File: src/rtl/irq_vec_pkg.sv
package irq_vec_pkg;
  localparam int unsigned VEC_W      = 16;
  localparam int unsigned VEC_BASE   = 3;
  localparam int unsigned VEC_STRIDE = 8;
  localparam int unsigned GAP_AFTER  = 6;  // index where the address map skips slots
  localparam int unsigned GAP_SLOTS  = 2;

  function automatic logic [VEC_W-1:0] vec_addr(input int unsigned idx);
    int unsigned slot;
    slot = (idx >= GAP_AFTER) ? idx + GAP_SLOTS : idx;
    return VEC_W'(VEC_BASE + VEC_STRIDE * slot);
  endfunction
endpackage

File: src/rtl/irq_sampler.sv
module irq_sampler #(
  parameter int unsigned N = 8
) (
  input  logic         clk,
  input  logic         rst_n,
  input  logic         strobe,
  input  logic [N-1:0] flags,
  input  logic [N-1:0] en,
  input  logic         gen,
  output logic [N-1:0] snap
);
  always_ff @(posedge clk or negedge rst_n) begin
    if (!rst_n)      snap <= '0;
    else if (strobe) snap <= flags & en & {N{gen}};
  end
endmodule

File: src/rtl/irq_first_set.sv
module irq_first_set #(
  parameter int unsigned N = 8,
  localparam int unsigned W = (N > 1) ? $clog2(N) : 1
) (
  input  logic [N-1:0] req,
  output logic         hit,
  output logic [W-1:0] idx
);
  always_comb begin
    hit = 1'b0;
    idx = '0;
    for (int i = N - 1; i >= 0; i--) begin
      if (req[i]) begin
        hit = 1'b1;
        idx = W'(i);
      end
    end
  end
endmodule

File: src/rtl/irq_level_track.sv
module irq_level_track (
  input  logic       clk,
  input  logic       rst_n,
  input  logic       take,
  input  logic       take_hi,
  input  logic       ret_done,
  output logic [1:0] active
);
  always_ff @(posedge clk or negedge rst_n) begin
    if (!rst_n) begin
      active <= 2'b00;
    end else if (take) begin
      if (take_hi) active[1] <= 1'b1;
      else         active[0] <= 1'b1;
    end else if (ret_done) begin
      if (active[1]) active[1] <= 1'b0;
      else           active[0] <= 1'b0;
    end
  end
endmodule

File: src/rtl/irq_vector_ctrl.sv
module irq_vector_ctrl #(
  parameter int unsigned NUM_SRC         = 8,
  parameter logic [7:0]  SELF_CLEAR_MASK = 8'h0F,
  localparam int unsigned IW = $clog2(NUM_SRC),
  localparam int unsigned VW = irq_vec_pkg::VEC_W
) (
  input  logic               clk,
  input  logic               rst_n,
  input  logic               phase_strobe,
  input  logic [NUM_SRC-1:0] req_flags,
  input  logic [NUM_SRC-1:0] src_enable,
  input  logic               global_enable,
  input  logic [NUM_SRC-1:0] src_priority,
  input  logic               instr_last,
  input  logic               reti_exec,
  input  logic               ie_ip_access,
  input  logic               call_ready,
  output logic               call_valid,
  output logic [VW-1:0]      call_vector,
  output logic [NUM_SRC-1:0] flag_clear,
  output logic [1:0]         in_service
);
  logic [NUM_SRC-1:0] snap;
  logic               hi_hit, lo_hit;
  logic [IW-1:0]      hi_idx, lo_idx, win_idx, taken_idx;
  logic               level_ok, take, accept;

  irq_sampler #(.N(NUM_SRC)) i_sampler (
    .clk(clk), .rst_n(rst_n), .strobe(phase_strobe),
    .flags(req_flags), .en(src_enable), .gen(global_enable), .snap(snap)
  );

  irq_first_set #(.N(NUM_SRC)) i_pick_hi (
    .req(snap & src_priority), .hit(hi_hit), .idx(hi_idx)
  );
  irq_first_set #(.N(NUM_SRC)) i_pick_lo (
    .req(snap & ~src_priority), .hit(lo_hit), .idx(lo_idx)
  );

  assign win_idx  = hi_hit ? hi_idx : lo_idx;
  assign level_ok = hi_hit ? !in_service[1] : (lo_hit && in_service == 2'b00);
  assign take     = instr_last && !reti_exec && !ie_ip_access && !call_valid && level_ok;
  assign accept   = call_valid && call_ready;

  irq_level_track i_levels (
    .clk(clk), .rst_n(rst_n), .take(take), .take_hi(hi_hit),
    .ret_done(reti_exec && instr_last), .active(in_service)
  );

  always_ff @(posedge clk or negedge rst_n) begin
    if (!rst_n) begin
      call_valid  <= 1'b0;
      call_vector <= '0;
      taken_idx   <= '0;
    end else if (take) begin
      call_valid  <= 1'b1;
      call_vector <= irq_vec_pkg::vec_addr(int'(win_idx));
      taken_idx   <= win_idx;
    end else if (accept) begin
      call_valid  <= 1'b0;
    end
  end

  for (genvar g = 0; g < NUM_SRC; g++) begin : g_clr
    assign flag_clear[g] = accept && (taken_idx == IW'(g)) && SELF_CLEAR_MASK[g];
  end
endmodule

File: config.mk
export PLATFORM = sky130hd
export DESIGN_NAME = irq_vector_ctrl
export DESIGN_NICKNAME = d
export VERILOG_FILES = /design/src/rtl/irq_vec_pkg.sv /design/src/rtl/irq_sampler.sv /design/src/rtl/irq_first_set.sv /design/src/rtl/irq_level_track.sv /design/src/rtl/irq_vector_ctrl.sv
export SDC_FILE = /design/constraint.sdc
export NUM_CORES = 1
export LEC_CHECK = 0
export ABC_AREA = 1
export BUFFER_PORTS_ARGS = -buffer_cell sky130_fd_sc_hd__buf_2
export CORE_MARGIN = 2
export CORE_UTILIZATION = 40
export CTS_CLUSTER_SIZE = 40
export DETAILED_ROUTE_END_ITERATION = 8
export HOLD_SLACK_MARGIN = 0.05
export PLACE_DENSITY_LB_ADDON = 0.05
export SLEW_MARGIN = 20
export SYNTH_ARGS = -nofsm -noshare
export SYNTH_HDL_FRONTEND = slang
export SYNTH_SLANG_ARGS = --single-unit
File: constraint.sdc
create_clock -name clk -period 1.3 [get_ports clk]
set_input_delay 0.065 -clock clk [delete_from_list [all_inputs] [get_ports clk]]
set_output_delay 0.065 -clock clk [all_outputs]
set_load 0.01 [all_outputs]
-- Word-level counts from Yosys, hierarchy flattened
Cells that the tools add are included.
- flip-flop bits (word level): 30
- memory bits (read-only): 0
- memories kept: 0
- RAM bits: 0
- latch bits: 0
- multipliers: 0
- div/mod/pow operators: 0
- equal/unequal tests: 6
- reductions and logical operators: 21
- $add $sub $neg: 2
- shift operators: 0
- magnitude comparators: 1
- bitwise operators: 5
- muxes and demuxes: 42
- operators by type and width (kind ; count):
    $mux 3 ; 17
    $and 8x8->8 ; 4
    $mux 1 ; 22
    $logic_and 1x1->1 ; 11
    $add 2x7->8 const A ; 1
    $not 8->8 ; 1
    $eq 3x2->1 const B ; 2
    $add 3x2->4 const B ; 1
    $logic_not 1->1 ; 4
    $mux 2 ; 2
    $mux 4 ; 1
    $ne 2x2->1 const B ; 2
    $reduce_bool 2->1 ; 2
    $eq 3x1->1 const B ; 1
    $ge 3x3->1 const B ; 1
    $logic_not 3->1 ; 1
    $reduce_and 3->1 ; 1
    $logic_not 2->1 ; 1
    $ne 2x1->1 const B ; 1
    $reduce_and 2->1 ; 1

-- Depth between registers and ports, before layout
- word-level depth: 15
- depth in mapped cells: 12
- gate-level depth less buffers: 12

-- By module
A second synthesis with hierarchy kept.
- cell total of the unflattened synthesis: 214
- area total of the unflattened synthesis: 1362.6 µm²
- by module, submodules not included (module ; sequential area each (µm²) ; area each (µm²) ; times used ; cells each):
    irq_vector_ctrl ; 200.2 ; 745.7 ; 1 ; 122
    irq_sampler ; 200.2 ; 310.3 ; 1 ; 34
    irq_first_set ; 0.0 ; 98.8 ; 2 ; 22
    irq_level_track ; 50.0 ; 108.9 ; 1 ; 14

-- Worst setup path before layout
No wires, ideal clock.
- kind: reg2reg
- from: register call_valid
- to: register call_vector[5]
- data arrival time: 1132 ps
- cell stages (with the launch flop): 9
- period minus slack after synthesis: 1250 ps
- setup slack: 50 ps
- path buffers: 0
- setup time: 118 ps
- cell sequence: dfrtp_1 -> nor3_1 -> nand3_1 -> nor2_1 -> nand2_2 -> nand2_4 -> inv_2 -> nand2_1 -> o21ai_2
- longest elaborated chain between the ends: 3
- RTL lines (item ; line ; source):
    start, declared ; irq_vector_ctrl.sv:18 ; output logic call_valid,
    start signal, assigned ; irq_vector_ctrl.sv:52 ; call_valid <= 1'b0;
    start signal, assigned ; irq_vector_ctrl.sv:56 ; call_valid <= 1'b1;
    start signal, assigned ; irq_vector_ctrl.sv:60 ; call_valid <= 1'b0;
    $logic_not 1->1 ; irq_vector_ctrl.sv:42 ; assign take = instr_last && !reti_exec && !ie_ip_access && !call_valid && level_ok;
    $logic_and 1x1->1 (2 in series) ; irq_vector_ctrl.sv:42 ;
    end signal, assigned ; irq_vector_ctrl.sv:57 ; call_vector <= irq_vec_pkg::vec_addr(int'(win_idx));
    end, declared ; irq_vector_ctrl.sv:19 ; output logic [VW-1:0] call_vector,
Every way passes these cells.
A chain may end at the register's enable or synchronous reset.

-- Worst setup path after layout
- from: register taken_idx[1]
- to: output port flag_clear[1]
- longest elaborated chain between the ends: 2
- RTL lines (item ; line ; source):
    start, declared ; irq_vector_ctrl.sv:25 ; logic [IW-1:0] hi_idx, lo_idx, win_idx, taken_idx;
    start signal, assigned ; irq_vector_ctrl.sv:58 ; taken_idx <= win_idx;
    $eq 3x1->1 ; irq_vector_ctrl.sv:65 ; assign flag_clear[g] = accept && (taken_idx == IW'(g)) && SELF_CLEAR_MASK[g];
    $logic_and 1x1->1 ; irq_vector_ctrl.sv:65 ;
    end, declared ; irq_vector_ctrl.sv:20 ; output logic [NUM_SRC-1:0] flag_clear,
Every way passes these cells.

==> flow_summary.ini <==
[run_status]
status = finished, violations left
violations = DRC, setup timing

[placed_design]
place_ws_ns = -0.004648
portBuffers = 44
dp_cells = 242
dp_hpwl_mm = 2.050
gp_congestion = 0.7922
post_dp_cell_area_um2 = 1408

[worst_setup_path]
crit_type = reg -> out
arrival_ns = 1.26
r2r_start = i_sampler.snap[7]
reg2reg_depth = 7
cp-end-kind = primary output
rr_endpoint = call_vector[1]
worstPathMaxFanout = 3
cp.required_ns = 1.24
startpoint_type = flip-flop
r2r_slack_ns = 0

[clock_network]
cts_buffer_depth = 2
cts_tree = done
insertion_delay_ns = 0.30
cts.htree.levels = 1
root_buffer = clkbuf_4
cts.sinks = 18
cts-buffers-inserted = 3
clk_pin_slew_ns = 0.11

[synth]
synth_area_um2 = 1194
yosys.area.top_type_share_pct = 37.74
syn_avg_cell_area_um2 = 7.148
syn_inst = 167
synth-seq-cells = 18
synth.area.top_cells = dfrtp_1 (38%), nand2_1 (18%), buf_4 (10%)
yosysSeqAreaShare_pct = 37.74
yosys.area.top_type = dfrtp_1
ys_types = 21
yosys_warnings = 0

[worst_hold_path]
hold_path_depth = 3
holdCritStartpoint = reti_exec
holdPathEnd = i_levels.active[1]
hp-class = in -> reg

[job]
drv_cap = 0

[sta]
timing.final.ws_setup_ns = -0.02235
fin_crit_sh_pct = 101.7
maxSlewViolCount = 0
hold-worst-slack_ns = 0.07208
fmax_mhz = 756.2
final-setup-viol-count = 2
period_minus_slack_ns = 1.322
grt_setup_unrepaired = true
skew_ns = 0.001498
hold_viol = 0
finalSetupTns_ns = -0.02596

[die]
die_h_um = 58.63
die_area_um2 = 3437
core.rowCount = 19
core_um2 = 2805
ios = 59
initial_utilization_pct = 42.55
die_w_um = 58.63

[cells_and_area]
finish.utilization_pct = 62.93
syn2layout_area_growth_pct = 47.90
drive_above_1_share_pct = 42.62
final_cell_count_no_fill = 268
n_antenna_cell = 0
fin_area_um2 = 1765
nNetsFinal = 270

[routing]
drc = 6
vias_per_cell = 4.500
wl_mm = 2.743
routedWlPerCell_um = 10.24
drtIter0Drc = 21
vias = 1206
drt.antenna.violating_nets = 0
drt_first_pass_iters = 6

[global_routing]
top_usage_layer = met2
track_usage_pct = 18.09
grt_pass1_wl_mm = 4.864
antenna_found_initial = 0
grt_overflow = 0
met2_usage_pct = 30.66
use_met1_pct = 22.82
grt_max_degree = 19
first_global_vias = 1178
grtUsageMet3_pct = 2.857

[pwr]
vdd_drop_max_v = 0.0005148
p_leak_nw = 0.9752
cellPowerDensity_nw_per_um2 = 1028
power_mw = 1.815
## cell usage in the layout (no fill, tap or decap)
master and instances:
nand3_2 2, nor3_2 1, dlygate4sd3_1 18, o21ai_0 3
buf_2 44, nand3_1 5, nor4_4 1, nand2_2 18
inv_1 20, conb_1 14, a21boi_0 1, nor4_2 3
o21ai_1 1, dfrtp_1 16, dfrtp_2 2, or2_1 1
nand2_1 45, o22ai_1 8, clkbuf_4 3, o21ai_2 3
inv_2 4, clkbuf_8 1, a21oi_1 1, o21bai_1 1
inv_4 1, nor2_4 2, o21ai_4 1, nand2_4 4
nor2_1 2, buf_4 8, nor2_2 3
## synthesized netlist by cell type (all sizes together)
master   n
a21boi   1
a21oi    1
buf     16
clkbuf   1
conb     1
dfrtp   18
inv     25
nand2   67
nand3    7
nor2     7
nor3     1
nor4     4
o21ai    8
o21bai   1
o22ai    8
or2      1
## final cells by class
| type | count | area [um2] |
|---|---|---|
| Sequential cell | 18 | 452.9 |
| Tap cell | 31 | 38.79 |
| Fill cell | 247 | 1040 |
| Inverter | 25 | 96.34 |
| Multi-Input combinational cell | 120 | 680.7 |
| Timing Repair Buffer | 70 | 460.4 |
| Clock buffer | 4 | 36.28 |
## per-layer routing
| metal | up-vias | part of all wire, % |
|---|---|---|
| met5 | - | 0 |
| met4 | 0 | 1.5 |
| met3 | 5 | 5.3 |
| met2 | 37 | 47 |
| met1 | 535 | 46 |
| li1 | 629 | - |
## worst max-delay path, cell delays in order (launching register included)
cell and delay, ns:
dfrtp_1 0.42, buf_4 0.14, nor4_2 0.24, buf_2 0.16
## logic make-up (layout without fill, tap and decap cells)
kind of cell / count (synthesis) / count (layout) / synth area share (%)
and+or+nand+nor: 87 / 87 / 33.23
buffers and inverters: 42 / 99 / 18.24
AOI/OAI and AO/OA: 19 / 19 / 10.48
DFF: 18 / 18 / 37.74
other: 1 / 14 / 0.3142
## state kept, by name, indices dropped and copies added (netlist names)
signal           count
call_valid           1
call_vector          4
i_levels.active      2
i_sampler.snap       8
taken_idx            3
## worst max-delay path by stage
stage                      startpoint        endpoint  slack (ns)  depth (start not counted)
global route        i_sampler.snap[7]  call_vector[6]       -0.07                          8
floorplan                  call_valid  call_vector[5]        0.05                          8
detailed placement         call_valid  call_vector[5]      -0.005                          8
finish                   taken_idx[1]   flag_clear[1]       -0.02                          3
global placement           call_valid  call_vector[5]        0.03                          8
CTS                        call_valid   flag_clear[0]       -0.02                          4
## repair_timing
action / 4_1_cts / 5_1_grt
pin swaps: 8 / 9
hold buffers: 18 / 0
endpoints found under the hold margin: 27 / 0
endpoints found under the setup margin: 10 / 12
gates resized for setup: 11 / 21
setup buffers: 1 / 3
## report_power, final
| group | internal, mW | leakage, nW | switching [mW] |
|---|---|---|---|
| Clock | 0.171 | 0.0210 | 0.197 |
| Combinational | 0.296 | 0.721 | 0.357 |
| Sequential | 0.672 | 0.233 | 0.122 |
Power figures use the tool's default switching activity.
